==> src/rtl/hra_pkg.sv <==
package hra_pkg;

  typedef enum logic [1:0] {
    TK_CSR = 2'd0,
    TK_PC  = 2'd1,
    TK_NPC = 2'd2,
    TK_GPR = 2'd3
  } tgt_kind_e;

  typedef enum logic [1:0] {
    ST_IDLE = 2'd0,
    ST_REQ  = 2'd1,
    ST_FIN  = 2'd2
  } eng_state_e;

  localparam int unsigned CSR_LAST  = 32'h0000_0FFF;
  localparam int unsigned PC_TGT    = 32'h0000_1000;
  localparam int unsigned NPC_TGT   = 32'h0000_1001;
  localparam int unsigned GPR_BASE  = 32'h0000_1010;
  localparam int unsigned GPR_COUNT = 32;

endpackage

==> src/rtl/hra_target_decode.sv <==
module hra_target_decode
  import hra_pkg::*;
#(
  parameter int unsigned TGT_W = 16
) (
  input  logic [TGT_W-1:0] tgt_i,
  output tgt_kind_e        kind_o,
  output logic             legal_o
);

  localparam logic [TGT_W-1:0] CSR_HI  = TGT_W'(CSR_LAST);
  localparam logic [TGT_W-1:0] PC_A    = TGT_W'(PC_TGT);
  localparam logic [TGT_W-1:0] NPC_A   = TGT_W'(NPC_TGT);
  localparam logic [TGT_W-1:0] GPR_LO  = TGT_W'(GPR_BASE);
  localparam logic [TGT_W-1:0] GPR_HI  = TGT_W'(GPR_BASE + GPR_COUNT - 1);

  always_comb begin
    kind_o  = TK_CSR;
    legal_o = 1'b0;
    if (tgt_i <= CSR_HI) begin
      kind_o  = TK_CSR;
      legal_o = 1'b1;
    end else if (tgt_i == PC_A) begin
      kind_o  = TK_PC;
      legal_o = 1'b1;
    end else if (tgt_i == NPC_A) begin
      kind_o  = TK_NPC;
      legal_o = 1'b1;
    end else if (tgt_i >= GPR_LO && tgt_i <= GPR_HI) begin
      kind_o  = TK_GPR;
      legal_o = 1'b1;
    end
  end

endmodule

==> src/rtl/hra_cmd_regs.sv <==
module hra_cmd_regs #(
  parameter int unsigned XLEN  = 32,
  parameter int unsigned CMD_W = 17
) (
  input  logic             clk_i,
  input  logic             rst_ni,
  input  logic             wr_cmd_i,
  input  logic             wr_data_i,
  input  logic [XLEN-1:0]  wdata_i,
  input  logic             busy_i,
  input  logic             clr_cmd_i,
  input  logic             load_rsp_i,
  input  logic             load_zero_i,
  input  logic [XLEN-1:0]  rsp_data_i,
  output logic             start_o,
  output logic [CMD_W-1:0] cmd_q_o,
  output logic [XLEN-1:0]  data_q_o
);

  logic [CMD_W-1:0] cmd_in;
  logic             cmd_take;
  logic             data_take;

  assign cmd_in    = wdata_i[CMD_W-1:0];
  assign cmd_take  = wr_cmd_i && !busy_i;
  assign data_take = wr_data_i && !busy_i;
  assign start_o   = cmd_take && (cmd_in != '0);

  always_ff @(posedge clk_i) begin
    if (!rst_ni) begin
      cmd_q_o <= '0;
    end else if (clr_cmd_i) begin
      cmd_q_o <= '0;
    end else if (cmd_take) begin
      cmd_q_o <= cmd_in;
    end
  end

  always_ff @(posedge clk_i) begin
    if (!rst_ni) begin
      data_q_o <= '0;
    end else if (load_rsp_i) begin
      data_q_o <= rsp_data_i;
    end else if (load_zero_i) begin
      data_q_o <= '0;
    end else if (data_take) begin
      data_q_o <= wdata_i;
    end
  end

endmodule

==> src/rtl/hra_engine.sv <==
module hra_engine
  import hra_pkg::*;
(
  input  logic       clk_i,
  input  logic       rst_ni,
  input  logic       start_i,
  input  logic       start_legal_i,
  input  logic       cmd_write_i,
  input  logic       hrsp_ready_i,
  output logic       busy_o,
  output logic       req_o,
  output logic       clr_cmd_o,
  output logic       load_rsp_o,
  output logic       load_zero_o
);

  eng_state_e state_q, state_d;
  logic       done_req;

  always_comb begin
    state_d = state_q;
    unique case (state_q)
      ST_IDLE: if (start_i) state_d = start_legal_i ? ST_REQ : ST_FIN;
      ST_REQ:  if (hrsp_ready_i) state_d = ST_IDLE;
      ST_FIN:  state_d = ST_IDLE;
      default: state_d = ST_IDLE;
    endcase
  end

  always_ff @(posedge clk_i) begin
    if (!rst_ni) state_q <= ST_IDLE;
    else         state_q <= state_d;
  end

  assign done_req    = (state_q == ST_REQ) && hrsp_ready_i;
  assign busy_o      = (state_q != ST_IDLE);
  assign req_o       = (state_q == ST_REQ);
  assign clr_cmd_o   = done_req || (state_q == ST_FIN);
  assign load_rsp_o  = done_req && !cmd_write_i;
  assign load_zero_o = (state_q == ST_FIN) && !cmd_write_i;

endmodule

==> src/rtl/hart_reg_access.sv <==
module hart_reg_access
  import hra_pkg::*;
#(
  parameter int unsigned XLEN  = 32,
  parameter int unsigned TGT_W = 16
) (
  input  logic             clk_i,
  input  logic             rst_ni,
  input  logic             reg_wr_i,
  input  logic             reg_sel_i,
  input  logic [XLEN-1:0]  reg_wdata_i,
  output logic [XLEN-1:0]  cmd_rdata_o,
  output logic [XLEN-1:0]  data_rdata_o,
  output logic             hreq_valid_o,
  output logic             hreq_write_o,
  output logic [TGT_W-1:0] hreq_addr_o,
  output logic [1:0]       hreq_kind_o,
  output logic [XLEN-1:0]  hreq_wdata_o,
  input  logic             hrsp_ready_i,
  input  logic [XLEN-1:0]  hrsp_rdata_i
);

  localparam int unsigned CMD_W = TGT_W + 1;
  localparam int unsigned PAD_W = XLEN - CMD_W;

  logic [CMD_W-1:0] cmd_q;
  logic [XLEN-1:0]  data_q;
  logic             start, busy, req, clr_cmd, load_rsp, load_zero;
  logic             new_legal, cur_legal;
  tgt_kind_e        new_kind, cur_kind;

  hra_target_decode #(.TGT_W(TGT_W)) u_dec_new (
    .tgt_i  (reg_wdata_i[CMD_W-1:1]),
    .kind_o (new_kind),
    .legal_o(new_legal)
  );

  hra_target_decode #(.TGT_W(TGT_W)) u_dec_cur (
    .tgt_i  (cmd_q[CMD_W-1:1]),
    .kind_o (cur_kind),
    .legal_o(cur_legal)
  );

  hra_cmd_regs #(.XLEN(XLEN), .CMD_W(CMD_W)) u_regs (
    .clk_i      (clk_i),
    .rst_ni     (rst_ni),
    .wr_cmd_i   (reg_wr_i && !reg_sel_i),
    .wr_data_i  (reg_wr_i && reg_sel_i),
    .wdata_i    (reg_wdata_i),
    .busy_i     (busy),
    .clr_cmd_i  (clr_cmd),
    .load_rsp_i (load_rsp),
    .load_zero_i(load_zero),
    .rsp_data_i (hrsp_rdata_i),
    .start_o    (start),
    .cmd_q_o    (cmd_q),
    .data_q_o   (data_q)
  );

  hra_engine u_eng (
    .clk_i        (clk_i),
    .rst_ni       (rst_ni),
    .start_i      (start),
    .start_legal_i(new_legal),
    .cmd_write_i  (cmd_q[0]),
    .hrsp_ready_i (hrsp_ready_i),
    .busy_o       (busy),
    .req_o        (req),
    .clr_cmd_o    (clr_cmd),
    .load_rsp_o   (load_rsp),
    .load_zero_o  (load_zero)
  );

  assign cmd_rdata_o  = {{PAD_W{1'b0}}, cmd_q};
  assign data_rdata_o = data_q;
  assign hreq_valid_o = req && cur_legal;
  assign hreq_write_o = cmd_q[0];
  assign hreq_addr_o  = cmd_q[CMD_W-1:1];
  assign hreq_kind_o  = cur_kind;
  assign hreq_wdata_o = data_q;

  logic unused_kind;
  assign unused_kind = ^new_kind;

endmodule

==> config.mk <==
export PLATFORM = sky130hd
export DESIGN_NAME = hart_reg_access
export DESIGN_NICKNAME = d
export VERILOG_FILES = /design/src/rtl/hra_pkg.sv /design/src/rtl/hra_target_decode.sv /design/src/rtl/hra_cmd_regs.sv /design/src/rtl/hra_engine.sv /design/src/rtl/hart_reg_access.sv
export SDC_FILE = /design/constraint.sdc
export NUM_CORES = 1
export LEC_CHECK = 0
export ABC_AREA = 1
export ABC_CLOCK_PERIOD_IN_PS = 1200
export CORE_MARGIN = 2
export CORE_UTILIZATION = 34
export DETAILED_ROUTE_END_ITERATION = 6
export MAX_ROUTING_LAYER = met4
export PLACE_DENSITY_LB_ADDON = 0.3
export SYNTH_ARGS = -nofsm -noshare
export SYNTH_HDL_FRONTEND = slang
export SYNTH_SLANG_ARGS = --single-unit
==> constraint.sdc <==
create_clock -name clk_i -period 1.2 [get_ports clk_i]
set_input_delay 0.18 -clock clk_i [delete_from_list [all_inputs] [get_ports clk_i]]
set_output_delay 0.18 -clock clk_i [all_outputs]
set_load 0.02 [all_outputs]
==> results.md <==
* Die span in x at between 90 and 100 µm
* Multi-input logic area at between 1500 and 2000 µm²
* Layout cells sized above 1 at 0.495
* Sequential group share of total power at 0.376
* Vias in the first global route at about 3,800
* Synth top area cells: dfxtp_1 (34%), buf_4 (18%), nor2_1 (13%)
* Critical Path RT at 1.02 ns
* Nets@finish at 725
* Die Ht at about 98 µm
* 1st-iter DRT viols at roughly 190
* Worst Setup End Kind: output port
* Register area share after synthesis at 0.341
* Post-synthesis cell area at approximately 3000 µm²
* DR pass1 iterations at 4
* Placed Area at slightly below 5000 µm²
* Layout area overhead at 94.4%
* Synth top area share at 0.341
* Pin count of the biggest net entering global routing at 35
* CTS Root Cell: clkbuf_8
* Via count at 3,723
* Worst-skew pair later-pin latency at 0.30 ns
* Post-synth top flop: dfxtp_1
* Routed Wire Length at approximately 12,000 µm
* Commonest cells after routing, fill and taps aside: nand2_1 (76), clkdlybuf4s50_1 (67), nor2_1 (58), buf_4 (55), clkbuf_2 (43)
* Fin. Hold Viols at 0
* Starting Density at 0.346
* Comb pwr share at 0.412
* Storage cell area at roughly 1000 µm²
* Met1 Use GR at 0.289
* Clk buf depth at 2
* Grt met3 use at 0.0408
* Pint at between 3000 and 4000 µW
* Skew final at roughly 0.0030 ns
* Mean Syn Cell Area at around 6.5 µm²
* Clock network power share at 0.212
* Finished layout cell area at 5810 µm²
* Hpwl dp at 7010 µm
* P_leak at 0.00260 µW
* Met2 usage at 0.453
* Critical path launch point type: flop
* Crit path arrival time at about 1.5 ns
* Final hold slack at 0.519 ns
* Most common cell after layout, fill and taps aside: nand2_1
* Final min period at roughly 1.6 ns
* Worst vdd ir at about 0.00049 V
* Library cells used by synthesis at 20
* FMAX at 612 MHz
* Syn Inst Count at 460
* First-pass GRT wire length at ~19,000 µm
* DR vias/cell at ~4.9
* Max Cap Viol at 0
* Global route overflow at 0
* Pins Over Slew Limit at 0
* Final period util at 1.36
* Gp weighted congestion at approximately 0.83
* All-Layer GR Usage at 0.255
* Sink Count at between 50 and 60
* Seq cells post-synth at between 50 and 60
* CTS Buf Count at 5
* Antenna cells at 0
* DRC Markers at 0
* Fillers at approximately 700
* EDFF count, synth at 0
* Largest fanout on the critical path at 4
* CTS clock-pin slew for the worst setup and hold paths at about 0.09 ns
* Most used routing layer: met2
* Initial antenna violation count at 0
* # H-tree levels at 2
* Die area at ~9600 µm²
* Crit Path Class: flop to output port
* IO buf count at 169
* Post-route setup slack at -0.434 ns
* Psw at 1880 µW
* Failing checks: negative setup slack
* Post-DRT Antenna Nets at 0
* Pwr per Cell Area at approximately 890 nW/µm²
* Yosys warns at 0
* Row count at 34
* Setup Viol. Count Final at 54
* Sw Share at 0.362
* Synth area leader: dfxtp_1
* CORE AREA at 8640 µm²
* Status: finished with violations
* HP Class: input pin to flop
* Fin util at 0.673
* RSZ-0062 raised after global routing: true
* Io pins at 185
* CTS tree: built
* Asr flop ratio synth at 0
* Avg WL per Cell at between 15 and 20 µm
## flip-flops by register name, summed over array words and instances (netlist names)
register and cells:
u_eng.state_q 2, u_regs.data_q_o 32, u_regs.cmd_q_o 17
## synthesized netlist by cell type (2+ instances only)
| library cell | count |
|---|---|
| a21oi_1 | 12 |
| buf_2 | 10 |
| buf_4 | 71 |
| clkbuf_1 | 2 |
| clkbuf_2 | 2 |
| dfxtp_1 | 51 |
| inv_1 | 18 |
| inv_2 | 4 |
| nand2_1 | 91 |
| nand3_1 | 9 |
| nor2_1 | 102 |
| o21ai_0 | 43 |
| o21ai_1 | 38 |
## metal layers
metal | part of all wire | routed length [µm]
met5 | 0 | 0
met4 | 0.032 | 399
met3 | 0.067 | 827
met2 | 0.52 | 6490
met1 | 0.38 | 4710
## what timing repair did
action                                  4_1_cts  5_1_grt
endpoints found under the setup margin      151      134
hold buffers                                  0        0
buffers inserted                             14        0
pin swaps                                    52       15
resized for setup                           411      144
cloned                                       14        2
## worst paths after layout
kind                                   start                         endpoint  slack [ns]  depth (start not counted)
max          u_regs.cmd_q_o[16]$_SDFFE_PP0P_                     hreq_valid_o       -0.43                          8
min                             hrsp_ready_i    u_eng.state_q[0]$_SDFFE_PN0P_        0.52                          5
max reg2reg    u_eng.state_q[1]$_SDFFE_PN0P_  u_regs.data_q_o[3]$_SDFFE_PN0P_       -0.28                         10
min reg2reg   u_regs.cmd_q_o[5]$_SDFFE_PP0P_   u_regs.cmd_q_o[5]$_SDFFE_PP0P_        0.52                          2
## logic make-up (layout without fill, tap and decap cells)
logic type	after synthesis	after routing	share of synthesized area
other	1	15	0.00125
AND/OR/NAND/NOR	205	205	0.267
buffers and inverters	108	291	0.230
flip-flops	51	51	0.341
AO/OA/AOI/OAI	95	95	0.161
## worst max-delay path, stage by stage, from the launching register on
cell,delay [ns]
dfxtp_2,0.35
nor2_4,0.11
nand3_2,0.08
nor2_4,0.16
nand3_2,0.09
nand2_1,0.08
nor2_1,0.06
nor2_2,0.10
buf_6,0.13
## per-stage QoR
step | power (µW) | setup TNS [ns] | worst slack (ns) | instances
floorplan | 3010 | -0.291 | -0.118 | 474
global placement | 3820 | -23.45 | -0.601 | 729
detailed placement | 3850 | -25.55 | -0.649 | 729
CTS | 5140 | -11.57 | -0.444 | 765
global route | 5440 | -15.83 | -0.518 | 765
finish | 5190 | -12.30 | -0.434 | 765
## layout make-up
type	instances	share of cell area
well taps	108	0.0232
clock buffers	8	0.0172
inverters	22	0.0204
repair buffers	255	0.403
repair inverters	6	0.0148
flip-flops and latches	51	0.179
multi-input cells	315	0.342
## power by group through the flow
stage / Clock (µW) / Sequential (µW) / Combinational (µW)
finish: 1100 / 1950 / 2140
global route: 1190 / 1970 / 2270
CTS: 1110 / 1950 / 2080
detailed placement: 0 / 1980 / 1860
global placement: 0 / 1980 / 1840
floorplan: 0 / 2140 / 866
Note: power is estimated with default switching activity, not from simulation.
